===== config.mk =====
export PLATFORM = sky130hd
export DESIGN_NAME = ets_sample_sequencer
export DESIGN_NICKNAME = d
export VERILOG_FILES = /design/src/rtl/ets_pkg.sv /design/src/rtl/ets_rst_sync.sv /design/src/rtl/ets_trig_edge.sv /design/src/rtl/ets_delay_timer.sv /design/src/rtl/ets_seq_ctrl.sv /design/src/rtl/ets_sample_sequencer.sv
export SDC_FILE = /design/constraint.sdc
export NUM_CORES = 1
export LEC_CHECK = 0
export BUFFER_PORTS_ARGS = -buffer_cell sky130_fd_sc_hd__buf_4
export CORE_MARGIN = 5
export CORE_UTILIZATION = 55
export DETAILED_ROUTE_END_ITERATION = 8
export GPL_ROUTABILITY_DRIVEN = 0
export PLACE_DENSITY = 0.71
export SLEW_MARGIN = 20
export SYNTH_ARGS = -nofsm -noshare
export SYNTH_HDL_FRONTEND = slang
export SYNTH_HIERARCHICAL = 1
export SYNTH_SLANG_ARGS = --single-unit

===== constraint.sdc =====
create_clock -name clk -period 2.1 [get_ports clk]
set_input_delay 0.21 -clock clk [delete_from_list [all_inputs] [get_ports clk]]
set_output_delay 0.21 -clock clk [all_outputs]
set_load 0.05 [all_outputs]

===== src/rtl/ets_pkg.sv =====
package ets_pkg;

  typedef enum logic [1:0] {
    ST_IDLE  = 2'd0,
    ST_ARMED = 2'd1,
    ST_WAIT  = 2'd2,
    ST_DONE  = 2'd3
  } seq_state_t;

endpackage


===== src/rtl/ets_rst_sync.sv =====
module ets_rst_sync (
  input  logic clk,
  input  logic rst_n,
  output logic rst_n_sync
);

  logic [1:0] stage_q;

  always_ff @(posedge clk or negedge rst_n) begin
    if (!rst_n) begin
      stage_q <= 2'b00;
    end else begin
      stage_q <= {stage_q[0], 1'b1};
    end
  end

  assign rst_n_sync = stage_q[1];

endmodule


===== src/rtl/ets_trig_edge.sv =====
module ets_trig_edge (
  input  logic clk,
  input  logic rst_n,
  input  logic trig_async,
  output logic rise
);

  logic meta_q;
  logic sync_q;
  logic last_q;

  always_ff @(posedge clk or negedge rst_n) begin
    if (!rst_n) begin
      meta_q <= 1'b0;
      sync_q <= 1'b0;
      last_q <= 1'b0;
    end else begin
      meta_q <= trig_async;
      sync_q <= meta_q;
      last_q <= sync_q;
    end
  end

  assign rise = sync_q & ~last_q;

  // a held trigger yields a single edge pulse
  AST_RISE_SINGLE: assert property (@(posedge clk) disable iff (!rst_n)
    rise |=> !rise);

endmodule


===== src/rtl/ets_delay_timer.sv =====
module ets_delay_timer #(
  parameter int W = 14
) (
  input  logic         clk,
  input  logic         rst_n,
  input  logic         clr,
  input  logic         load,
  input  logic [W-1:0] load_val,
  output logic         fire,
  output logic         busy
);

  logic [W-1:0] cnt_q, cnt_d;
  logic         busy_q, busy_d;
  logic         en;

  always_comb begin
    cnt_d  = cnt_q;
    busy_d = busy_q;
    if (clr) begin
      busy_d = 1'b0;
    end else if (load && !busy_q) begin
      busy_d = 1'b1;
      cnt_d  = load_val;
    end else if (busy_q) begin
      if (cnt_q == '0) begin
        busy_d = 1'b0;
      end else begin
        cnt_d = cnt_q - W'(1);
      end
    end
  end

  assign en = clr | load | busy_q;

  always_ff @(posedge clk or negedge rst_n) begin
    if (!rst_n) begin
      cnt_q  <= '0;
      busy_q <= 1'b0;
    end else if (en) begin
      cnt_q  <= cnt_d;
      busy_q <= busy_d;
    end
  end

  assign fire = busy_q && (cnt_q == '0);
  assign busy = busy_q;

  // the controller never reloads a running countdown
  AST_LOAD_WHEN_IDLE: assert property (@(posedge clk) disable iff (!rst_n)
    load |-> !busy_q);

  // a countdown ends the cycle after it fires
  AST_FIRE_ENDS: assert property (@(posedge clk) disable iff (!rst_n)
    fire |=> !busy_q);

endmodule


===== src/rtl/ets_seq_ctrl.sv =====
module ets_seq_ctrl
  import ets_pkg::*;
#(
  parameter int STEP_W = 8,
  parameter int CNT_W  = 6,
  parameter int DLY_W  = 14
) (
  input  logic              clk,
  input  logic              rst_n,
  input  logic              arm,
  input  logic [STEP_W-1:0] step_in,
  input  logic [CNT_W-1:0]  count_in,
  input  logic              rise,
  input  logic              fire,
  output logic              tmr_clr,
  output logic              tmr_load,
  output logic [DLY_W-1:0]  tmr_val,
  output logic              conv,
  output logic              done
);

  seq_state_t        state_q, state_d;
  logic [CNT_W-1:0]  idx_q, idx_d;
  logic [CNT_W-1:0]  total_q, total_d;
  logic [STEP_W-1:0] step_q, step_d;
  logic [DLY_W-1:0]  acc_q, acc_d;
  logic              conv_q, conv_d;
  logic [CNT_W-1:0]  idx_inc;
  logic              take_trig;
  logic              take_fire;
  logic              en;

  assign idx_inc   = idx_q + CNT_W'(1);
  assign take_trig = !arm && (state_q == ST_ARMED) && rise;
  assign take_fire = !arm && (state_q == ST_WAIT) && fire;

  always_comb begin
    state_d  = state_q;
    idx_d    = idx_q;
    total_d  = total_q;
    step_d   = step_q;
    acc_d    = acc_q;
    conv_d   = 1'b0;
    tmr_load = 1'b0;
    if (arm) begin
      step_d  = step_in;
      total_d = count_in;
      idx_d   = '0;
      acc_d   = '0;
      state_d = (count_in == '0) ? ST_DONE : ST_ARMED;
    end else if (take_trig) begin
      tmr_load = 1'b1;
      state_d  = ST_WAIT;
    end else if (take_fire) begin
      conv_d  = 1'b1;
      idx_d   = idx_inc;
      acc_d   = acc_q + DLY_W'(step_q);
      state_d = (idx_inc == total_q) ? ST_DONE : ST_ARMED;
    end
  end

  assign en = arm | take_trig | take_fire;

  always_ff @(posedge clk or negedge rst_n) begin
    if (!rst_n) begin
      state_q <= ST_IDLE;
      idx_q   <= '0;
      total_q <= '0;
      step_q  <= '0;
      acc_q   <= '0;
    end else if (en) begin
      state_q <= state_d;
      idx_q   <= idx_d;
      total_q <= total_d;
      step_q  <= step_d;
      acc_q   <= acc_d;
    end
  end

  always_ff @(posedge clk or negedge rst_n) begin
    if (!rst_n) begin
      conv_q <= 1'b0;
    end else begin
      conv_q <= conv_d;
    end
  end

  assign tmr_clr = arm;
  assign tmr_val = acc_q;
  assign conv    = conv_q;
  assign done    = (state_q == ST_DONE);

  AST_CONV_ONE_WIDE: assert property (@(posedge clk) disable iff (!rst_n)
    conv |=> !conv);

  AST_IDX_BOUND: assert property (@(posedge clk) disable iff (!rst_n)
    idx_q <= total_q);

  AST_DONE_HELD: assert property (@(posedge clk) disable iff (!rst_n)
    (done && !arm) |=> done);

  AST_NO_CONV_AFTER_DONE: assert property (@(posedge clk) disable iff (!rst_n)
    (done && $past(done)) |-> !conv);

  AST_ARM_CLEARS: assert property (@(posedge clk) disable iff (!rst_n)
    (arm && count_in != '0) |=> (!done && !conv));

  AST_ZERO_COUNT: assert property (@(posedge clk) disable iff (!rst_n)
    (arm && count_in == '0) |=> done);

endmodule


===== src/rtl/ets_sample_sequencer.sv =====
module ets_sample_sequencer #(
  parameter int STEP_W = 8,
  parameter int CNT_W  = 6
) (
  input  logic              clk,
  input  logic              rst_n,
  input  logic              arm_i,
  input  logic [STEP_W-1:0] step_i,
  input  logic [CNT_W-1:0]  count_i,
  input  logic              trig_i,
  output logic              conv_o,
  output logic              done_o
);

  localparam int DLY_W = STEP_W + CNT_W;

  logic             rst_n_s;
  logic             rise;
  logic             fire;
  logic             busy;
  logic             tmr_clr;
  logic             tmr_load;
  logic [DLY_W-1:0] tmr_val;

  ets_rst_sync u_rst (
    .clk        (clk),
    .rst_n      (rst_n),
    .rst_n_sync (rst_n_s)
  );

  ets_trig_edge u_edge (
    .clk        (clk),
    .rst_n      (rst_n_s),
    .trig_async (trig_i),
    .rise       (rise)
  );

  ets_delay_timer #(.W(DLY_W)) u_tmr (
    .clk      (clk),
    .rst_n    (rst_n_s),
    .clr      (tmr_clr),
    .load     (tmr_load),
    .load_val (tmr_val),
    .fire     (fire),
    .busy     (busy)
  );

  ets_seq_ctrl #(.STEP_W(STEP_W), .CNT_W(CNT_W), .DLY_W(DLY_W)) u_ctrl (
    .clk      (clk),
    .rst_n    (rst_n_s),
    .arm      (arm_i),
    .step_in  (step_i),
    .count_in (count_i),
    .rise     (rise),
    .fire     (fire),
    .tmr_clr  (tmr_clr),
    .tmr_load (tmr_load),
    .tmr_val  (tmr_val),
    .conv     (conv_o),
    .done     (done_o)
  );

  // a strobe is only raised out of a running countdown
  AST_CONV_FROM_TIMER: assert property (@(posedge clk) disable iff (!rst_n_s)
    conv_o |-> $past(busy));

endmodule


Yosys cells after proc, flatten, opt, wreduce, memory -nomap -nowiden

Index checks and enable logic that the tools add are counted.

Mux-type cells: 23
Add/subtract/negate cells: 3
Equality and inequality tests: 6
Reductions and logical operators: 17
Bitwise logic cells: 7

Operator list:

| cell                                                                  | number |
|---|---|
| 14-bit two-way mux                                                    | 6 |
| 6-bit two-way mux                                                     | 3 |
| 14-bit by 8-bit adder with 14-bit output                              | 1 |
| 14-bit logical NOT                                                    | 1 |
| 14-bit by 1-bit subtractor with 14-bit output (second input constant) | 1 |
| 2-bit two-way mux                                                     | 5 |
| 1-bit two-way mux                                                     | 9 |
| 6-bit by 1-bit adder with 6-bit output (second input constant)        | 1 |
| 6-bit == test                                                         | 1 |
| 1-bit logical AND                                                     | 6 |
| 6-bit logical NOT                                                     | 1 |
| 2-bit == test (second input constant)                                 | 2 |
| 1-bit bitwise OR                                                      | 4 |
| 2-bit AND reduction                                                   | 2 |
| 4-bit AND reduction                                                   | 1 |
| 2-bit nonzero test                                                    | 2 |
| 3-bit AND reduction                                                   | 1 |
| 3-bit nonzero test                                                    | 1 |
| 2-bit by 1-bit == test with 1-bit output (second input constant)      | 1 |
| 1-bit logical NOT                                                     | 2 |
| 2-bit by 1-bit != test with 1-bit output (second input constant)      | 1 |
| 2-bit != test (second input constant)                                 | 1 |
| 1-bit inverter                                                        | 2 |
| 1-bit bitwise AND                                                     | 1 |

Input port bits: 18
Flip-flop bits (word level): 57
Logic and storage cells: 68
Output and inout port bits: 2

Logic depth before layout (Yosys ltp)

Depth after elaboration: 8
Depth in mapped cells: 10
Gate-level depth less buffers: 10

By module

The synthesis kept the hierarchy.

Modules (own cells, without submodules):

| module          | cells each | times used | area each (um^2) |
|---|---|---|---|
| ets_seq_ctrl    | 212        | 1          | 2127.0 |
| ets_delay_timer | 118        | 1          | 1071.0 |
| ets_trig_edge   | 4          | 1          | 88.8 |
| ets_rst_sync    | 3          | 1          | 53.8 |

Worst setup path after synthesis

No wires, ideal clock.

Kind: register -> register
Start: reg u_tmr.cnt_q[0]
End: reg u_ctrl.acc_q[11] (netlist: u_ctrl/tmr_val[11])
Data arrival time: 2.386 ns
Data required time: 1.972 ns
Cell stages (with the launch flop): 10
Setup time: 0.128 ns
Slack: -0.413 ns
Period minus slack after synthesis: 2.513 ns
Cells stage by stage: dfrtp_1 > inv_1 > ha_1 > nor3b_4 > nand3_4 > nor2_1 > nand4b_2 > or3_1 > o21ai_1 > mux2_1

Word-level cells in the longest chain between the ends: 5
Elaborated cells on any way between the ends: 6
Classes of those cells: bitwise: 1; reduce/logical: 5

Ends and longest elaborated chain:

| what                                                                           | RTL line                   | RTL |
|---|---|---|
| from (decl)                                                                    | ets_delay_timer.sv:13      | `logic [W-1:0] cnt_q, cnt_d;` |
| from (signal assigned)                                                         | ets_delay_timer.sv:41      | `cnt_q <= cnt_d;` |
| 14-bit logical NOT (*)                                                         | ets_delay_timer.sv:46      | `assign fire = busy_q && (cnt_q == '0);` |
| 1-bit logical AND (*)                                                          | ets_delay_timer.sv:46      |  |
| via fire                                                                       | ets_sample_sequencer.sv:19 | `logic fire;` |
| 1-bit logical AND (*)                                                          | ets_seq_ctrl.sv:35         | `assign take_fire = !arm && (state_q == ST_WAIT) && fire;` |
| 2-bit nonzero test (no source line) / 1-bit bitwise OR (equally long branches) | -                          |  |
| 3-bit AND reduction (no source line) (*)                                       | -                          |  |
| to (signal assigned)                                                           | ets_seq_ctrl.sv:70         | `acc_q <= '0;` |
| to (signal assigned)                                                           | ets_seq_ctrl.sv:76         | `acc_q <= acc_d;` |
| to (decl)                                                                      | ets_seq_ctrl.sv:26         | `logic [DLY_W-1:0] acc_q, acc_d;` |

Mark *: on every way through the listed nets, which the timed path passes. The rest lies on a longest branch.
A chain may end at the register's enable or synchronous reset.

Worst setup path in the final report

Start: reg u_tmr.cnt_q[1]
End: reg u_ctrl.acc_q[11] (netlist: u_ctrl/tmr_val[11])

The elaborated chain is that of the path after synthesis.

==> impl_metrics.py <==
metrics = {
    "logic_synthesis": {
        "synth_cell_types": 67,
        "yosys-top-cells-area": "dfrtp_1 43%, mux2_2 5.7%, ha_1 3.7%",
        "netlist_area_um2": 3341,
        "synth_seq_area_share": 0.4270,
        "avgSynthCellArea_um2": 9.913,
        "syn-instance-count": 337,
        "synth_area_leader_cell": "dfrtp_1",
        "synth_top_area_frac": 0.4270,
        "synth_async_sr_flop_share": 1.000,
        "synth_seq_cells": 57,
        "synth_top_flop_cell": "dfrtp_1",
        "synth-edff-count": 0,
        "syn-num-nets": 366,
        "yosysWarnings": 6,
    },
    "detailed_routing": {
        "viasPerCell": 6.025,
        "dr_total_vias": 2874,
        "firstDrtPassIters": 4,
        "wl_per_cell_um": 16.66,
        "finalWirelength_um": 7947,
        "ant_nets": 0,
        "drcViolationCount": 0,
        "drtIter0Drc": 141,
    },
    "global_routing": {
        "grt_max_degree": 37,
        "antenna_found_initial": 0,
        "grt_pass1_wl_um": 12990,
        "grt_pass1_vias": 2864,
        "grt_usage": 0.2188,
        "grt_overflow": 0,
    },
    "finish": {
        "n_antenna_cell": 0,
        "drive_gt1_frac": 0.3259,
        "post-route-util": 0.7073,
        "nets": 426,
        "final_area_um2": 4188,
        "syn_to_final_growth_pct": 25.36,
        "fill_cells": 448,
    },
    "sta": {
        "worst_slack_ns": -0.09123,
        "post-route-period-util": 1.043,
        "rsz0062_at_grt": "true",
        "fmax_mhz": 456.4,
        "finalHoldViolCount": 0,
        "slew_violations": 0,
        "fin_worst_skew_ns": 0.006173,
        "tns_ns": -0.3136,
        "setup_viol": 7,
        "fin_crit_ns": 2.191,
        "hold_slack_ns": 0.08808,
    },
    "clocking": {
        "clk_pin_slew_ns": 0.07,
        "cts_buffer_depth": 2,
        "clock_latency_ns": 0.34,
        "cts_made_buffers": 9,
        "cts_tree": "built",
        "h-tree-depth": 3,
        "root_buffer": "clkbuf_8",
        "cts_sinks": 57,
    },
    "critical_path": {
        "slowest_stage": "dfrtp_1",
        "worstPathArrival_ns": 2.42,
        "r2r_end": "u_ctrl/tmr_val[11]$_DFFE_PN0P_",
        "worst_path_largest_cell_delay_ns": 0.39,
        "cp-end-kind": "flop",
        "path_cells": "inv_2 -> ha_4 -> nor3b_4 -> nand3_4 -> nor2_4 -> nand4b_4 -> or3_1 -> o21ai_2 -> mux2_4",
        "critPathLaunchType": "flop",
        "r2r_cells": 9,
        "required_ns": 2.33,
        "r2r_start": "u_tmr/cnt_q[1]$_DFFE_PN0P_",
        "crit_type": "flop to flop",
        "crit_end": "u_ctrl/tmr_val[11]$_DFFE_PN0P_",
        "cp_max_fo": 4,
        "r2r_slack_ns": -0.09,
        "crit_start": "u_tmr/cnt_q[1]$_DFFE_PN0P_",
    },
    "power": {
        "finalPower_w": 0.003556,
        "irDropWorstVdd_mv": 0.5611,
        "cellLeakagePower_nw": 1.790,
        "p_per_area_nw_per_um2": 849.1,
    },
    "flow_run": {
        "max_cap_viol_count": 0,
    },
    "die": {
        "rows": 28,
        "die-width_um": 87.94,
        "die_area_um2": 7733,
        "core_um2": 5921,
        "initial_utilization": 0.5642,
        "pin_count": 20,
        "die_height_um": 87.94,
    },
    "worst_hold_path": {
        "hold_path_depth": 3,
        "holdCritPathClass": "input port to flop",
    },
    "run_status": {
        "violations": "negative setup slack",
        "status": "finished, violations left",
    },
    "place": {
        "post_dp_cell_area_um2": 3840,
        "port_buffers": 19,
        "hpwl_um": 5606,
    },
}
==> registers in the layout (all words and copies together) (netlist names) <==
signal,cells
u_tmr/cnt_q,14
u_edge/sync_q,1
u_ctrl/idx_q,6
u_edge/meta_q,1
u_ctrl/state_q,2
u_ctrl/conv,1
u_ctrl/tmr_val,14
u_ctrl/total_q,6
u_edge/last_q,1
u_ctrl/step_q,8
u_tmr/busy,1
u_rst/stage_q,2
==> metrics by stage <==
step | setup WS, ns | instances
floorplan | -0.2236 | 337
global placement | -0.08171 | 455
detailed placement | -0.1107 | 455
CTS | -0.1035 | 476
global route | -0.1963 | 477
finish | -0.09123 | 477
==> final cells by class <==
type | count | area, um2 | area share
multi-input combinational | 255 | 1909 | 0.4559
sequential | 57 | 1428 | 0.3409
clock buffer | 12 | 165.2 | 0.03944
tap | 75 | 93.84 | 0.02241
timing repair buffer | 64 | 501.7 | 0.1198
inverter | 10 | 40.04 | 0.009561
clock inverter | 4 | 50.05 | 0.01195
==> power by group <==
group,internal [W],total (W),switching [W]
Sequential,0.00125,0.00137,0.000127
Combinational,0.000561,0.00109,0.000527
Clock,0.000642,0.00109,0.000452
==> cells in the mapped netlist, drive strengths merged (7+ instances only) <==
master and number:
a2bb2oi 7, mux2 20, ha 10, nor2 25
xor2 7, inv 10, buf 8, a21oi 19
nor2b 13, nand2 25, o21ai 21, dfrtp 57
a211oi 8, xnor2 7, nand3 11, clkbuf 7
nand4 7
==> worst max-delay path, delay by kind of cell (launching register included) <==
kind	cells	cell delay [ns]
and+or+nand+nor	5	1.02
DFF	1	0.39
muxes	1	0.31
AOI/OAI and AO/OA	1	0.15
adders and majority gates	1	0.12
buffers and inverters	1	0.07
==> cell families after synthesis <==
group | synth area share
other | 0.001123
adders and majority gates | 0.04345
xor gates and xnor gates | 0.03670
and+or+nand+nor | 0.1985
muxes | 0.06854
DFF | 0.4270
buffers and inverters | 0.03371
AOI/OAI and AO/OA | 0.1910
==> timing repair <==
item,4_1_cts,5_1_grt
resized for setup,14,8
setup endpoints to repair,10,16
buffers inserted,3,1
hold buffers,2,0
pin swaps,4,3
endpoints found under the hold margin,3,0
==> layout by cell type, fill, tap and decap left out, types with 9 or more instances in the layout <==
cell,count
a21oi_1,15
buf_4,60
clkbuf_8,12
dfrtp_1,56
ha_1,9
mux2_2,15
nand2_1,24
nand3_1,10
nor2_1,22
nor2b_1,11
o21ai_0,15
==> worst min-delay path by stage <==
| stage | slack [ns] | endpoint | start |
|---|---|---|---|
| 2_1_floorplan | -0.09 | u_rst/stage_q[0]$_DFF_PN0_ | rst_n |
| 3_3_place_gp | -0.007 | u_rst/stage_q[0]$_DFF_PN0_ | rst_n |
| 5_1_grt | 0.09 | u_ctrl/step_q[2]$_DFFE_PN0P_ | step_i[2] |
| 3_5_place_dp | -0.006 | u_rst/stage_q[0]$_DFF_PN0_ | rst_n |
| 6_report | 0.09 | u_ctrl/step_q[1]$_DFFE_PN0P_ | step_i[1] |
| 4_1_cts | 0.08 | u_ctrl/step_q[1]$_DFFE_PN0P_ | step_i[1] |
==> routing by layer <==
layer / GRT usage / routed length, um / share of wire
met5: 0 / 0 / 0
met1: 0.2657 / 3438 / 0.43
met4: 0.1018 / 176 / 0.022
met2: 0.3795 / 4009 / 0.50
met3: 0.03481 / 323 / 0.041
Power figures use the tool's default switching activity.
